[src/rtl/pdc_pkg.sv]
package pdc_pkg;

  typedef enum logic [3:0] {
    ST_IDLE,
    ST_LOOK,
    ST_RESP,
    ST_MEMWR,
    ST_MEMRD,
    ST_WBACK,
    ST_FILL,
    ST_FSCAN,
    ST_FDONE
  } pdc_state_t;

endpackage

[src/rtl/pdc_tags.sv]
module pdc_tags #(
  parameter int LINES = 16,
  parameter int TAG_W = 4
) (
  input  logic                     clk,
  input  logic                     rst_n,
  input  logic [$clog2(LINES)-1:0] rd_idx,
  output logic                     rd_valid,
  output logic                     rd_dirty,
  output logic [TAG_W-1:0]         rd_tag,
  input  logic [$clog2(LINES)-1:0] wr_idx,
  input  logic [TAG_W-1:0]         wr_tag,
  input  logic                     set_line,
  input  logic                     set_dirty,
  input  logic                     clr_dirty,
  input  logic                     clr_valid
);

  logic [LINES-1:0] valid_q, valid_d;
  logic [LINES-1:0] dirty_q, dirty_d;
  logic [TAG_W-1:0] tag_q [LINES];

  always_comb begin
    valid_d = valid_q;
    dirty_d = dirty_q;
    if (set_line) begin
      valid_d[wr_idx] = 1'b1;
      dirty_d[wr_idx] = 1'b0;
    end
    if (set_dirty) dirty_d[wr_idx] = 1'b1;
    if (clr_dirty) dirty_d[wr_idx] = 1'b0;
    if (clr_valid) begin
      valid_d[wr_idx] = 1'b0;
      dirty_d[wr_idx] = 1'b0;
    end
  end

  always_ff @(posedge clk or negedge rst_n) begin
    if (!rst_n) begin
      valid_q <= '0;
      dirty_q <= '0;
    end else begin
      valid_q <= valid_d;
      dirty_q <= dirty_d;
    end
  end

  // tag storage: no reset, qualified by valid
  always_ff @(posedge clk) begin
    if (set_line) tag_q[wr_idx] <= wr_tag;
  end

  assign rd_valid = valid_q[rd_idx];
  assign rd_dirty = dirty_q[rd_idx];
  assign rd_tag   = tag_q[rd_idx];

  // a fill never lands on a line still holding unsaved data
  assert_fill_over_dirty_R3: assert property (@(posedge clk) disable iff (!rst_n)
    set_line |-> !(valid_q[wr_idx] && dirty_q[wr_idx]));

  // a completed flush write-back leaves the line clean and valid
  assert_clean_after_wb_R4: assert property (@(posedge clk) disable iff (!rst_n)
    (clr_dirty && !clr_valid && valid_q[wr_idx]) |=> (!dirty_q[$past(wr_idx)] && valid_q[$past(wr_idx)]));

endmodule

[src/rtl/pdc_data.sv]
module pdc_data #(
  parameter int LINES  = 16,
  parameter int WORDS  = 4,
  parameter int DATA_W = 32
) (
  input  logic                     clk,
  input  logic                     we,
  input  logic [$clog2(LINES)-1:0] wr_idx,
  input  logic [$clog2(WORDS)-1:0] wr_off,
  input  logic [DATA_W-1:0]        wr_data,
  input  logic [$clog2(LINES)-1:0] rd_idx,
  input  logic [$clog2(WORDS)-1:0] rd_off,
  output logic [DATA_W-1:0]        rd_data
);

  localparam int IDX_W = $clog2(LINES);
  localparam int OFF_W = $clog2(WORDS);
  localparam int DEPTH = LINES * WORDS;

  logic [DATA_W-1:0] word_q [DEPTH];

  always_ff @(posedge clk) begin
    if (we) word_q[{wr_idx, wr_off}] <= wr_data;
  end

  assign rd_data = word_q[{rd_idx, rd_off}];

  // compile-time shape check
  initial begin
    assert (IDX_W + OFF_W == $clog2(DEPTH)) else $error("line geometry must be powers of two");
  end

endmodule

[src/rtl/pdc_ctrl.sv]
module pdc_ctrl
  import pdc_pkg::*;
#(
  parameter int ADDR_W = 10,
  parameter int DATA_W = 32,
  parameter int LINES  = 16,
  parameter int WORDS  = 4
) (
  input  logic                     clk,
  input  logic                     rst_n,
  input  logic                     cpu_req,
  input  logic                     cpu_we,
  input  logic                     cpu_wb,
  input  logic [ADDR_W-1:0]        cpu_addr,
  input  logic [DATA_W-1:0]        cpu_wdata,
  output logic                     cpu_ack,
  output logic [DATA_W-1:0]        cpu_rdata,
  input  logic                     fill_inhibit,
  input  logic                     flush_req,
  output logic                     flush_done,
  input  logic                     inv_req,
  input  logic [ADDR_W-$clog2(WORDS)-1:0] inv_addr,
  output logic                     inv_ack,
  output logic                     mem_req,
  output logic                     mem_we,
  output logic [ADDR_W-1:0]        mem_addr,
  output logic [DATA_W-1:0]        mem_wdata,
  input  logic                     mem_ack,
  input  logic [DATA_W-1:0]        mem_rdata,
  // tag array
  output logic [$clog2(LINES)-1:0] t_rd_idx,
  input  logic                     t_rd_valid,
  input  logic                     t_rd_dirty,
  input  logic [ADDR_W-$clog2(LINES)-$clog2(WORDS)-1:0] t_rd_tag,
  output logic [$clog2(LINES)-1:0] t_wr_idx,
  output logic [ADDR_W-$clog2(LINES)-$clog2(WORDS)-1:0] t_wr_tag,
  output logic                     t_set_line,
  output logic                     t_set_dirty,
  output logic                     t_clr_dirty,
  output logic                     t_clr_valid,
  // data array
  output logic [$clog2(LINES)-1:0] d_rd_idx,
  output logic [$clog2(WORDS)-1:0] d_rd_off,
  input  logic [DATA_W-1:0]        d_rd_data,
  output logic                     d_we,
  output logic [$clog2(LINES)-1:0] d_wr_idx,
  output logic [$clog2(WORDS)-1:0] d_wr_off,
  output logic [DATA_W-1:0]        d_wr_data
);

  localparam int IDX_W = $clog2(LINES);
  localparam int OFF_W = $clog2(WORDS);
  localparam int TAG_W = ADDR_W - IDX_W - OFF_W;
  localparam logic [OFF_W-1:0] LAST_BEAT = OFF_W'(WORDS - 1);
  localparam logic [IDX_W-1:0] LAST_LINE = IDX_W'(LINES - 1);

  pdc_state_t        state_q, state_d;
  logic [ADDR_W-1:0] req_addr_q;
  logic [DATA_W-1:0] req_wdata_q;
  logic              req_we_q, req_wb_q;
  logic [OFF_W-1:0]  beat_q, beat_d;
  logic [IDX_W-1:0]  fl_idx_q, fl_idx_d;
  logic              flushing_q, flushing_d;
  logic [DATA_W-1:0] rdata_q, rdata_d;
  logic              rdata_load;
  logic              accept;

  logic [TAG_W-1:0]  req_tag, inv_tag;
  logic [IDX_W-1:0]  req_idx, inv_idx, cur_idx;
  logic [OFF_W-1:0]  req_off;
  logic              hit, inv_hit, fl_last;

  assign req_tag = req_addr_q[ADDR_W-1 -: TAG_W];
  assign req_idx = req_addr_q[OFF_W +: IDX_W];
  assign req_off = req_addr_q[OFF_W-1:0];
  assign inv_tag = inv_addr[IDX_W +: TAG_W];
  assign inv_idx = inv_addr[IDX_W-1:0];
  assign cur_idx = flushing_q ? fl_idx_q : req_idx;
  assign fl_last = (fl_idx_q == LAST_LINE);

  assign t_rd_idx = (state_q == ST_IDLE) ? inv_idx : cur_idx;
  assign t_wr_idx = (state_q == ST_IDLE) ? inv_idx : cur_idx;
  assign t_wr_tag = req_tag;
  assign hit      = t_rd_valid && (t_rd_tag == req_tag);
  assign inv_hit  = t_rd_valid && (t_rd_tag == inv_tag);

  assign d_rd_idx = cur_idx;
  assign d_rd_off = (state_q == ST_WBACK) ? beat_q : req_off;

  assign cpu_ack   = (state_q == ST_RESP);
  assign cpu_rdata = rdata_q;
  assign flush_done = (state_q == ST_FDONE);

  // memory side: one word per acknowledged cycle
  always_comb begin
    mem_req   = 1'b0;
    mem_we    = 1'b0;
    mem_addr  = req_addr_q;
    mem_wdata = req_wdata_q;
    unique case (state_q)
      ST_MEMWR: begin mem_req = 1'b1; mem_we = 1'b1; end
      ST_MEMRD: mem_req = 1'b1;
      ST_WBACK: begin
        mem_req   = 1'b1;
        mem_we    = 1'b1;
        mem_addr  = {t_rd_tag, cur_idx, beat_q};
        mem_wdata = d_rd_data;
      end
      ST_FILL: begin
        mem_req  = 1'b1;
        mem_addr = {req_tag, req_idx, beat_q};
      end
      default: ;
    endcase
  end

  // next-state logic
  always_comb begin
    state_d     = state_q;
    beat_d      = beat_q;
    fl_idx_d    = fl_idx_q;
    flushing_d  = flushing_q;
    rdata_d     = rdata_q;
    rdata_load  = 1'b0;
    accept      = 1'b0;
    inv_ack     = 1'b0;
    t_set_line  = 1'b0;
    t_set_dirty = 1'b0;
    t_clr_dirty = 1'b0;
    t_clr_valid = 1'b0;
    d_we        = 1'b0;
    d_wr_idx    = req_idx;
    d_wr_off    = req_off;
    d_wr_data   = req_wdata_q;
    unique case (state_q)
      ST_IDLE: begin
        if (inv_req) begin
          inv_ack     = 1'b1;
          t_clr_valid = inv_hit;
        end else if (flush_req) begin
          flushing_d = 1'b1;
          fl_idx_d   = '0;
          state_d    = ST_FSCAN;
        end else if (cpu_req) begin
          accept  = 1'b1;
          state_d = ST_LOOK;
        end
      end
      ST_LOOK: begin
        beat_d = '0;
        if (req_we_q) begin
          d_we = hit;
          if (hit && req_wb_q) begin
            t_set_dirty = 1'b1;
            state_d     = ST_RESP;
          end else begin
            state_d = ST_MEMWR;
          end
        end else if (hit) begin
          rdata_d    = d_rd_data;
          rdata_load = 1'b1;
          state_d    = ST_RESP;
        end else if (fill_inhibit) begin
          state_d = ST_MEMRD;
        end else if (t_rd_valid && t_rd_dirty) begin
          state_d = ST_WBACK;
        end else begin
          state_d = ST_FILL;
        end
      end
      ST_MEMWR: if (mem_ack) state_d = ST_RESP;
      ST_MEMRD: begin
        if (mem_ack) begin
          rdata_d    = mem_rdata;
          rdata_load = 1'b1;
          state_d    = ST_RESP;
        end
      end
      ST_WBACK: begin
        if (mem_ack) begin
          beat_d = beat_q + OFF_W'(1);
          if (beat_q == LAST_BEAT) begin
            t_clr_dirty = 1'b1;
            if (!flushing_q)   state_d = ST_FILL;
            else if (fl_last)  state_d = ST_FDONE;
            else begin
              fl_idx_d = fl_idx_q + IDX_W'(1);
              state_d  = ST_FSCAN;
            end
          end
        end
      end
      ST_FILL: begin
        if (mem_ack) begin
          d_we      = 1'b1;
          d_wr_off  = beat_q;
          d_wr_data = mem_rdata;
          beat_d    = beat_q + OFF_W'(1);
          if (beat_q == req_off) begin
            rdata_d    = mem_rdata;
            rdata_load = 1'b1;
          end
          if (beat_q == LAST_BEAT) begin
            t_set_line = 1'b1;
            state_d    = ST_RESP;
          end
        end
      end
      ST_FSCAN: begin
        beat_d = '0;
        if (t_rd_valid && t_rd_dirty) state_d = ST_WBACK;
        else if (fl_last)             state_d = ST_FDONE;
        else                          fl_idx_d = fl_idx_q + IDX_W'(1);
      end
      ST_FDONE: begin
        flushing_d = 1'b0;
        state_d    = ST_IDLE;
      end
      ST_RESP: state_d = ST_IDLE;
      default: state_d = ST_IDLE;
    endcase
  end

  // control registers
  always_ff @(posedge clk or negedge rst_n) begin
    if (!rst_n) begin
      state_q    <= ST_IDLE;
      beat_q     <= '0;
      fl_idx_q   <= '0;
      flushing_q <= 1'b0;
      req_we_q   <= 1'b0;
      req_wb_q   <= 1'b0;
    end else begin
      state_q    <= state_d;
      beat_q     <= beat_d;
      fl_idx_q   <= fl_idx_d;
      flushing_q <= flushing_d;
      if (accept) begin
        req_we_q <= cpu_we;
        req_wb_q <= cpu_wb;
      end
    end
  end

  // datapath registers: enables only, no reset
  always_ff @(posedge clk) begin
    if (accept) begin
      req_addr_q  <= cpu_addr;
      req_wdata_q <= cpu_wdata;
    end
    if (rdata_load) rdata_q <= rdata_d;
  end

  // ---------------- observation state for assertions ----------------
  logic saw_mwr_q, saw_any_q, saw_fill_q, req_hit_q, req_inh_q;

  always_ff @(posedge clk or negedge rst_n) begin
    if (!rst_n) begin
      saw_mwr_q  <= 1'b0;
      saw_any_q  <= 1'b0;
      saw_fill_q <= 1'b0;
      req_hit_q  <= 1'b0;
      req_inh_q  <= 1'b0;
    end else if (accept) begin
      saw_mwr_q  <= 1'b0;
      saw_any_q  <= 1'b0;
      saw_fill_q <= 1'b0;
      req_hit_q  <= 1'b0;
      req_inh_q  <= 1'b0;
    end else begin
      if (mem_req && mem_ack && mem_we) saw_mwr_q <= 1'b1;
      if (mem_req && mem_ack)           saw_any_q <= 1'b1;
      if (t_set_line)                   saw_fill_q <= 1'b1;
      if (state_q == ST_LOOK) begin
        req_hit_q <= hit;
        req_inh_q <= !req_we_q && !hit && fill_inhibit;
      end
    end
  end

  assert_wt_reaches_mem_R1: assert property (@(posedge clk) disable iff (!rst_n)
    (cpu_ack && req_we_q && !req_wb_q) |-> saw_mwr_q);

  assert_wb_hit_quiet_R2: assert property (@(posedge clk) disable iff (!rst_n)
    (cpu_ack && req_we_q && req_wb_q && req_hit_q) |-> !saw_any_q);

  assert_write_miss_no_alloc_R5: assert property (@(posedge clk) disable iff (!rst_n)
    (cpu_ack && req_we_q && !req_hit_q) |-> (saw_mwr_q && !saw_fill_q));

  assert_inhibit_no_fill_R6: assert property (@(posedge clk) disable iff (!rst_n)
    (cpu_ack && req_inh_q) |-> !saw_fill_q);

  assert_done_single_R4: assert property (@(posedge clk) disable iff (!rst_n)
    flush_done |=> !flush_done);

  assert_mem_hold_R8: assert property (@(posedge clk) disable iff (!rst_n)
    (mem_req && !mem_ack) |=> (mem_req && $stable(mem_addr) && $stable(mem_we)));

endmodule

[src/rtl/pol_dcache.sv]
module pol_dcache #(
  parameter int ADDR_W = 10,
  parameter int DATA_W = 32,
  parameter int LINES  = 16,
  parameter int WORDS  = 4
) (
  input  logic                      clk,
  input  logic                      rst_n,
  input  logic                      cpu_req,
  input  logic                      cpu_we,
  input  logic                      cpu_wb,
  input  logic [ADDR_W-1:0]         cpu_addr,
  input  logic [DATA_W-1:0]         cpu_wdata,
  output logic                      cpu_ack,
  output logic [DATA_W-1:0]         cpu_rdata,
  input  logic                      fill_inhibit,
  input  logic                      flush_req,
  output logic                      flush_done,
  input  logic                      inv_req,
  input  logic [ADDR_W-$clog2(WORDS)-1:0] inv_addr,
  output logic                      inv_ack,
  output logic                      mem_req,
  output logic                      mem_we,
  output logic [ADDR_W-1:0]         mem_addr,
  output logic [DATA_W-1:0]         mem_wdata,
  input  logic                      mem_ack,
  input  logic [DATA_W-1:0]         mem_rdata
);

  localparam int IDX_W = $clog2(LINES);
  localparam int OFF_W = $clog2(WORDS);
  localparam int TAG_W = ADDR_W - IDX_W - OFF_W;

  // asynchronous assert, synchronous release
  logic [1:0] rst_sync_q;
  logic       rst_int_n;

  always_ff @(posedge clk or negedge rst_n) begin
    if (!rst_n) rst_sync_q <= 2'b00;
    else        rst_sync_q <= {rst_sync_q[0], 1'b1};
  end
  assign rst_int_n = rst_sync_q[1];

  logic [IDX_W-1:0]  t_rd_idx, t_wr_idx, d_rd_idx, d_wr_idx;
  logic              t_rd_valid, t_rd_dirty;
  logic [TAG_W-1:0]  t_rd_tag, t_wr_tag;
  logic              t_set_line, t_set_dirty, t_clr_dirty, t_clr_valid;
  logic [OFF_W-1:0]  d_rd_off, d_wr_off;
  logic [DATA_W-1:0] d_rd_data, d_wr_data;
  logic              d_we;

  pdc_ctrl #(
    .ADDR_W(ADDR_W), .DATA_W(DATA_W), .LINES(LINES), .WORDS(WORDS)
  ) u_ctrl (
    .clk(clk), .rst_n(rst_int_n),
    .cpu_req(cpu_req), .cpu_we(cpu_we), .cpu_wb(cpu_wb),
    .cpu_addr(cpu_addr), .cpu_wdata(cpu_wdata),
    .cpu_ack(cpu_ack), .cpu_rdata(cpu_rdata),
    .fill_inhibit(fill_inhibit),
    .flush_req(flush_req), .flush_done(flush_done),
    .inv_req(inv_req), .inv_addr(inv_addr), .inv_ack(inv_ack),
    .mem_req(mem_req), .mem_we(mem_we), .mem_addr(mem_addr),
    .mem_wdata(mem_wdata), .mem_ack(mem_ack), .mem_rdata(mem_rdata),
    .t_rd_idx(t_rd_idx), .t_rd_valid(t_rd_valid), .t_rd_dirty(t_rd_dirty),
    .t_rd_tag(t_rd_tag), .t_wr_idx(t_wr_idx), .t_wr_tag(t_wr_tag),
    .t_set_line(t_set_line), .t_set_dirty(t_set_dirty),
    .t_clr_dirty(t_clr_dirty), .t_clr_valid(t_clr_valid),
    .d_rd_idx(d_rd_idx), .d_rd_off(d_rd_off), .d_rd_data(d_rd_data),
    .d_we(d_we), .d_wr_idx(d_wr_idx), .d_wr_off(d_wr_off), .d_wr_data(d_wr_data)
  );

  pdc_tags #(.LINES(LINES), .TAG_W(TAG_W)) u_tags (
    .clk(clk), .rst_n(rst_int_n),
    .rd_idx(t_rd_idx), .rd_valid(t_rd_valid), .rd_dirty(t_rd_dirty), .rd_tag(t_rd_tag),
    .wr_idx(t_wr_idx), .wr_tag(t_wr_tag),
    .set_line(t_set_line), .set_dirty(t_set_dirty),
    .clr_dirty(t_clr_dirty), .clr_valid(t_clr_valid)
  );

  pdc_data #(.LINES(LINES), .WORDS(WORDS), .DATA_W(DATA_W)) u_data (
    .clk(clk), .we(d_we),
    .wr_idx(d_wr_idx), .wr_off(d_wr_off), .wr_data(d_wr_data),
    .rd_idx(d_rd_idx), .rd_off(d_rd_off), .rd_data(d_rd_data)
  );

  // reset state of the command outputs
  assert_idle_after_reset_R9: assert property (@(posedge clk) disable iff (!rst_int_n)
    $rose(rst_int_n) |-> (!cpu_ack && !mem_req && !flush_done));

endmodule

[config.mk]
export PLATFORM = sky130hd
export DESIGN_NAME = pol_dcache
export DESIGN_NICKNAME = d
export VERILOG_FILES = /design/src/rtl/pdc_pkg.sv /design/src/rtl/pdc_tags.sv /design/src/rtl/pdc_data.sv /design/src/rtl/pdc_ctrl.sv /design/src/rtl/pol_dcache.sv
export SDC_FILE = /design/constraint.sdc
export NUM_CORES = 2
export LEC_CHECK = 0
export BUFFER_PORTS_ARGS = -buffer_cell sky130_fd_sc_hd__buf_2
export CORE_MARGIN = 4
export CORE_UTILIZATION = 45
export CTS_CLUSTER_DIAMETER = 60
export DETAILED_ROUTE_END_ITERATION = 8
export PLACE_DENSITY_LB_ADDON = 0.08
export SLEW_MARGIN = 20
export SYNTH_ARGS = -nofsm -noshare
export SYNTH_HDL_FRONTEND = slang
export SYNTH_SLANG_ARGS = --single-unit
export TNS_END_PERCENT = 1
[constraint.sdc]
create_clock -name clk -period 7 [get_ports clk]
set_input_delay 1.75 -clock clk [delete_from_list [all_inputs] [get_ports clk]]
set_output_delay 1.75 -clock clk [all_outputs]
set_load 0.005 [all_outputs]
==> impl_metrics.ini <==
[timing]
clock.fmax_mhz = 143.8
fin_crit_ns = 6.954
finalMaxSlewViolations = 0
clock_skew_ns = 0.03810
fin_tns_setup_ns = 0
worst_pin_slew_ns = 1.112
relSlewSlack_pct = 25.59
fin_crit_sh_pct = 99.35
rsz0062_at_grt = true
setup_viol = 0
finalHoldViolations = 0
setup_slack_ns = 0.04557

[placed_design]
gp_congestion = 0.8226
port_buffers = 169
placed_area_mm2 = 0.09496
place_ws_ns = 0.6003
post-place-cells = 7304
hpwl_mm = 155.2

[floorplanning]
fp.dieH_um = 449.8
dieArea_mm2 = 0.2023
num_rows = 161
start_util_pct = 45.41
core_mm2 = 0.1934
io_pins = 170
die_w_um = 449.8

[route]
antenna_left = 0
wl_per_cell_um = 33.31
drtIter0Drc = 5086
vias = 46710
vias_per_cell = 6.032
dr.pass1.iters = 8
drt_wl_total_mm = 257.9
drcViolationCount = 0

[cells_and_area]
final_nets = 5100
fill_cells = 15310
finalNonFillerCells = 7743
finish.instance_area_mm2 = 0.1026
drive_above_1_share_pct = 30.02
multi_input_area_mm2 = 0.02099
seqCellArea_mm2 = 0.06682
area_growth_pct = 16.85

[cts]
clock_path_buffers = 3
cts_tree = yes
numCtsBuffers = 227
clock-sinks = 2233
root_buffer = clkbuf_16
clk_latency_ns = 0.86
post-cts-setup-buffers = 0
clk_pin_slew_ns = 0.06
htreeDepth = 4
cts_hold_buf = 0

[critical_path]
startpoint_type = flop
r2r_cells = 14
crit_buf_inv = 5
worstSetupPathType = flop to output port
cp_common_cell = buf_4
cp.required_ns = 5.25
cpPeakStageDelay_ns = 0.71
cp_slowest_cell = a311oi_1
crit_fanout = 28
end_kind = output port
crit_cells = 15
crit_arrival_ns = 5.20
path_delay_family = buffers and inverters
crit_chain = nand2b_1 > nor2_4 > buf_4 > mux2i_4 > buf_12 > buf_4 > mux4_2 > nand2_1 > and3_1 > a311oi_1 > buf_4 > a311oi_1 > a21oi_1 > mux2_2 > buf_2

[global_route]
grt_pass1_wl_mm = 363.3
grt_overflow_total = 0
grt_max_degree = 101
grt_usage_pct = 25.32
antenna_found_initial = 10
first_global_vias = 47140

[yosys]
mappedNetlistArea_mm2 = 0.08782
synth_edf_count = 2186
synth-seq-cells = 2233
ys_types = 67
avgSynthCellArea_um2 = 19.17
async_flop_share_pct = 2.105
ys_warn_count = 0
synthFlopType = edfxtp_1
seq_area_frac_synth_pct = 76.08
synth_nets = 4674
netlist_instances = 4581

[run_status]
status = complete, no violations

[pwr]
powerDensity_mw_per_mm2 = 345.7
ir_worst_vdd_v = 0.0002851
finalPower_w = 0.03548
leakagePower_nw = 33.29

[flow_run]
drv_cap = 0

[worst_hold_path]
holdCritPathClass = flop to asynchronous set/reset pin
metrics by stage:
stage	util (%)	hold slack, ns
6_report	53.07	0.3352
3_3_place_gp	49.09	0.3409
5_1_grt	53.06	0.3681
3_5_place_dp	49.10	0.3356
2_1_floorplan	-	0.3312
4_1_cts	52.97	0.3596
worst register-to-register path, cell delays in order (launching register included):
cell and delay [ns]:
dfrtp_1 0.80, buf_4 0.33, mux2_2 0.60, mux2i_2 0.44
buf_4 0.32, o21bai_1 0.17, o22ai_1 0.18, nor4_2 0.61
xor2_1 0.29, nor4b_4 0.07, buf_4 0.21, a32oi_4 0.85
buf_12 0.28, nor2_4 0.08, buf_12 0.20
cell type report:
class,instances,share of cell area (%)
well taps,2526,3.080
flip-flops and latches,2233,65.12
diodes,20,0.04877
repair buffers,473,4.211
inverters,8,0.02926
multi-input cells,2064,20.45
clock inverters,133,1.172
clock buffers,286,5.892
repair_timing:
item,4_1_cts,5_1_grt
gates resized for setup,36,21
gates cloned,0,0
setup endpoints to repair,25,28
power breakdown:
part | internal (W) | switching, W | leakage, nW
clock | 0.00681 | 0.00510 | 3.56
sequential | 0.0152 | 0.000146 | 20.3
combinational | 0.00271 | 0.00550 | 9.44
total | 0.0247 | 0.0107 | 33.3
final timing paths:
path                              startpoint                   end  slack (ns)
setup / recovery           u_ctrl.state_q[3]          mem_wdata[9]        0.05
hold / removal                 rst_sync_q[1]     u_ctrl.flushing_q        0.34
setup reg to reg           u_ctrl.flushing_q  u_data.word_q[29][1]        1.23
hold reg to reg                rst_sync_q[1]     u_ctrl.flushing_q        0.34
max in group asynchronous      rst_sync_q[1]     u_ctrl.state_q[3]        6.18
min in group clk               rst_sync_q[0]         rst_sync_q[1]        0.36
registers in the layout, indices dropped and copies added (netlist names):
signal              count
u_tags.dirty_q         16
u_ctrl.fl_idx_q         4
u_ctrl.req_we_q         1
u_ctrl.state_q          4
u_ctrl.beat_q           2
u_ctrl.req_addr_q      10
u_ctrl.cpu_rdata       32
u_tags.tag_q           64
rst_sync_q              2
u_ctrl.req_wdata_q     32
u_data.word_q        2048
u_ctrl.req_wb_q         1
u_tags.valid_q         16
u_ctrl.flushing_q       1
routing by layer:
layer  vias up  GRT usage (%)  share of wire (%)
met5         -              0             0.0031
met1     25350          34.33                 41
met2      1538          42.67                 50
met3       330          3.423                5.2
met4         2          8.292                3.6
li1      19490              -                  -
synthesized netlist by cell type (20+ instances only):
cell type	instances	share of area (%)
edfxtp_1	2186	75
nand2_1	654	2.8
mux4_2	512	13
clkbuf_1	174	0.74
nand3_1	158	0.90
nor2_1	111	0.47
a21oi_1	106	0.60
a311oi_1	93	0.93
buf_1	79	0.34
mux2_2	79	1.0
and3_1	65	0.46
dfrtp_1	47	1.3
nor3_1	38	0.22
o21ai_0	36	0.21
a31oi_1	34	0.24
mux2i_1	32	0.36
a22oi_1	20	0.17
buf_2	20	0.11
cells in the final DEF, fill, tap and decap left out, types with 46 or more instances in the layout:
| cell | n |
|---|---|
| nand2_1 | 622 |
| mux4_2 | 512 |
| nor2_4 | 65 |
| clkbuf_16 | 231 |
| buf_4 | 207 |
| clkinv_1 | 54 |
| nand3_1 | 157 |
| buf_12 | 91 |
| mux2_2 | 77 |
| nor2_1 | 46 |
| edfxtp_1 | 2186 |
| and3_1 | 64 |
| buf_2 | 169 |
| a21oi_1 | 102 |
| a311oi_1 | 61 |
| clkbuf_1 | 49 |
kinds of logic after synthesis:
| family | share of synthesized area [%] |
|---|---|
| other | 0.004270 |
| AO/OA/AOI/OAI | 2.684 |
| flip-flops | 76.08 |
| AND/OR/NAND/NOR | 5.281 |
| XOR/XNOR | 0.09972 |
| buffers and inverters | 1.268 |
| adder cells (fa/ha/maj) | 0.02849 |
| multiplexers | 14.55 |
(Power assumes the default switching activity.)
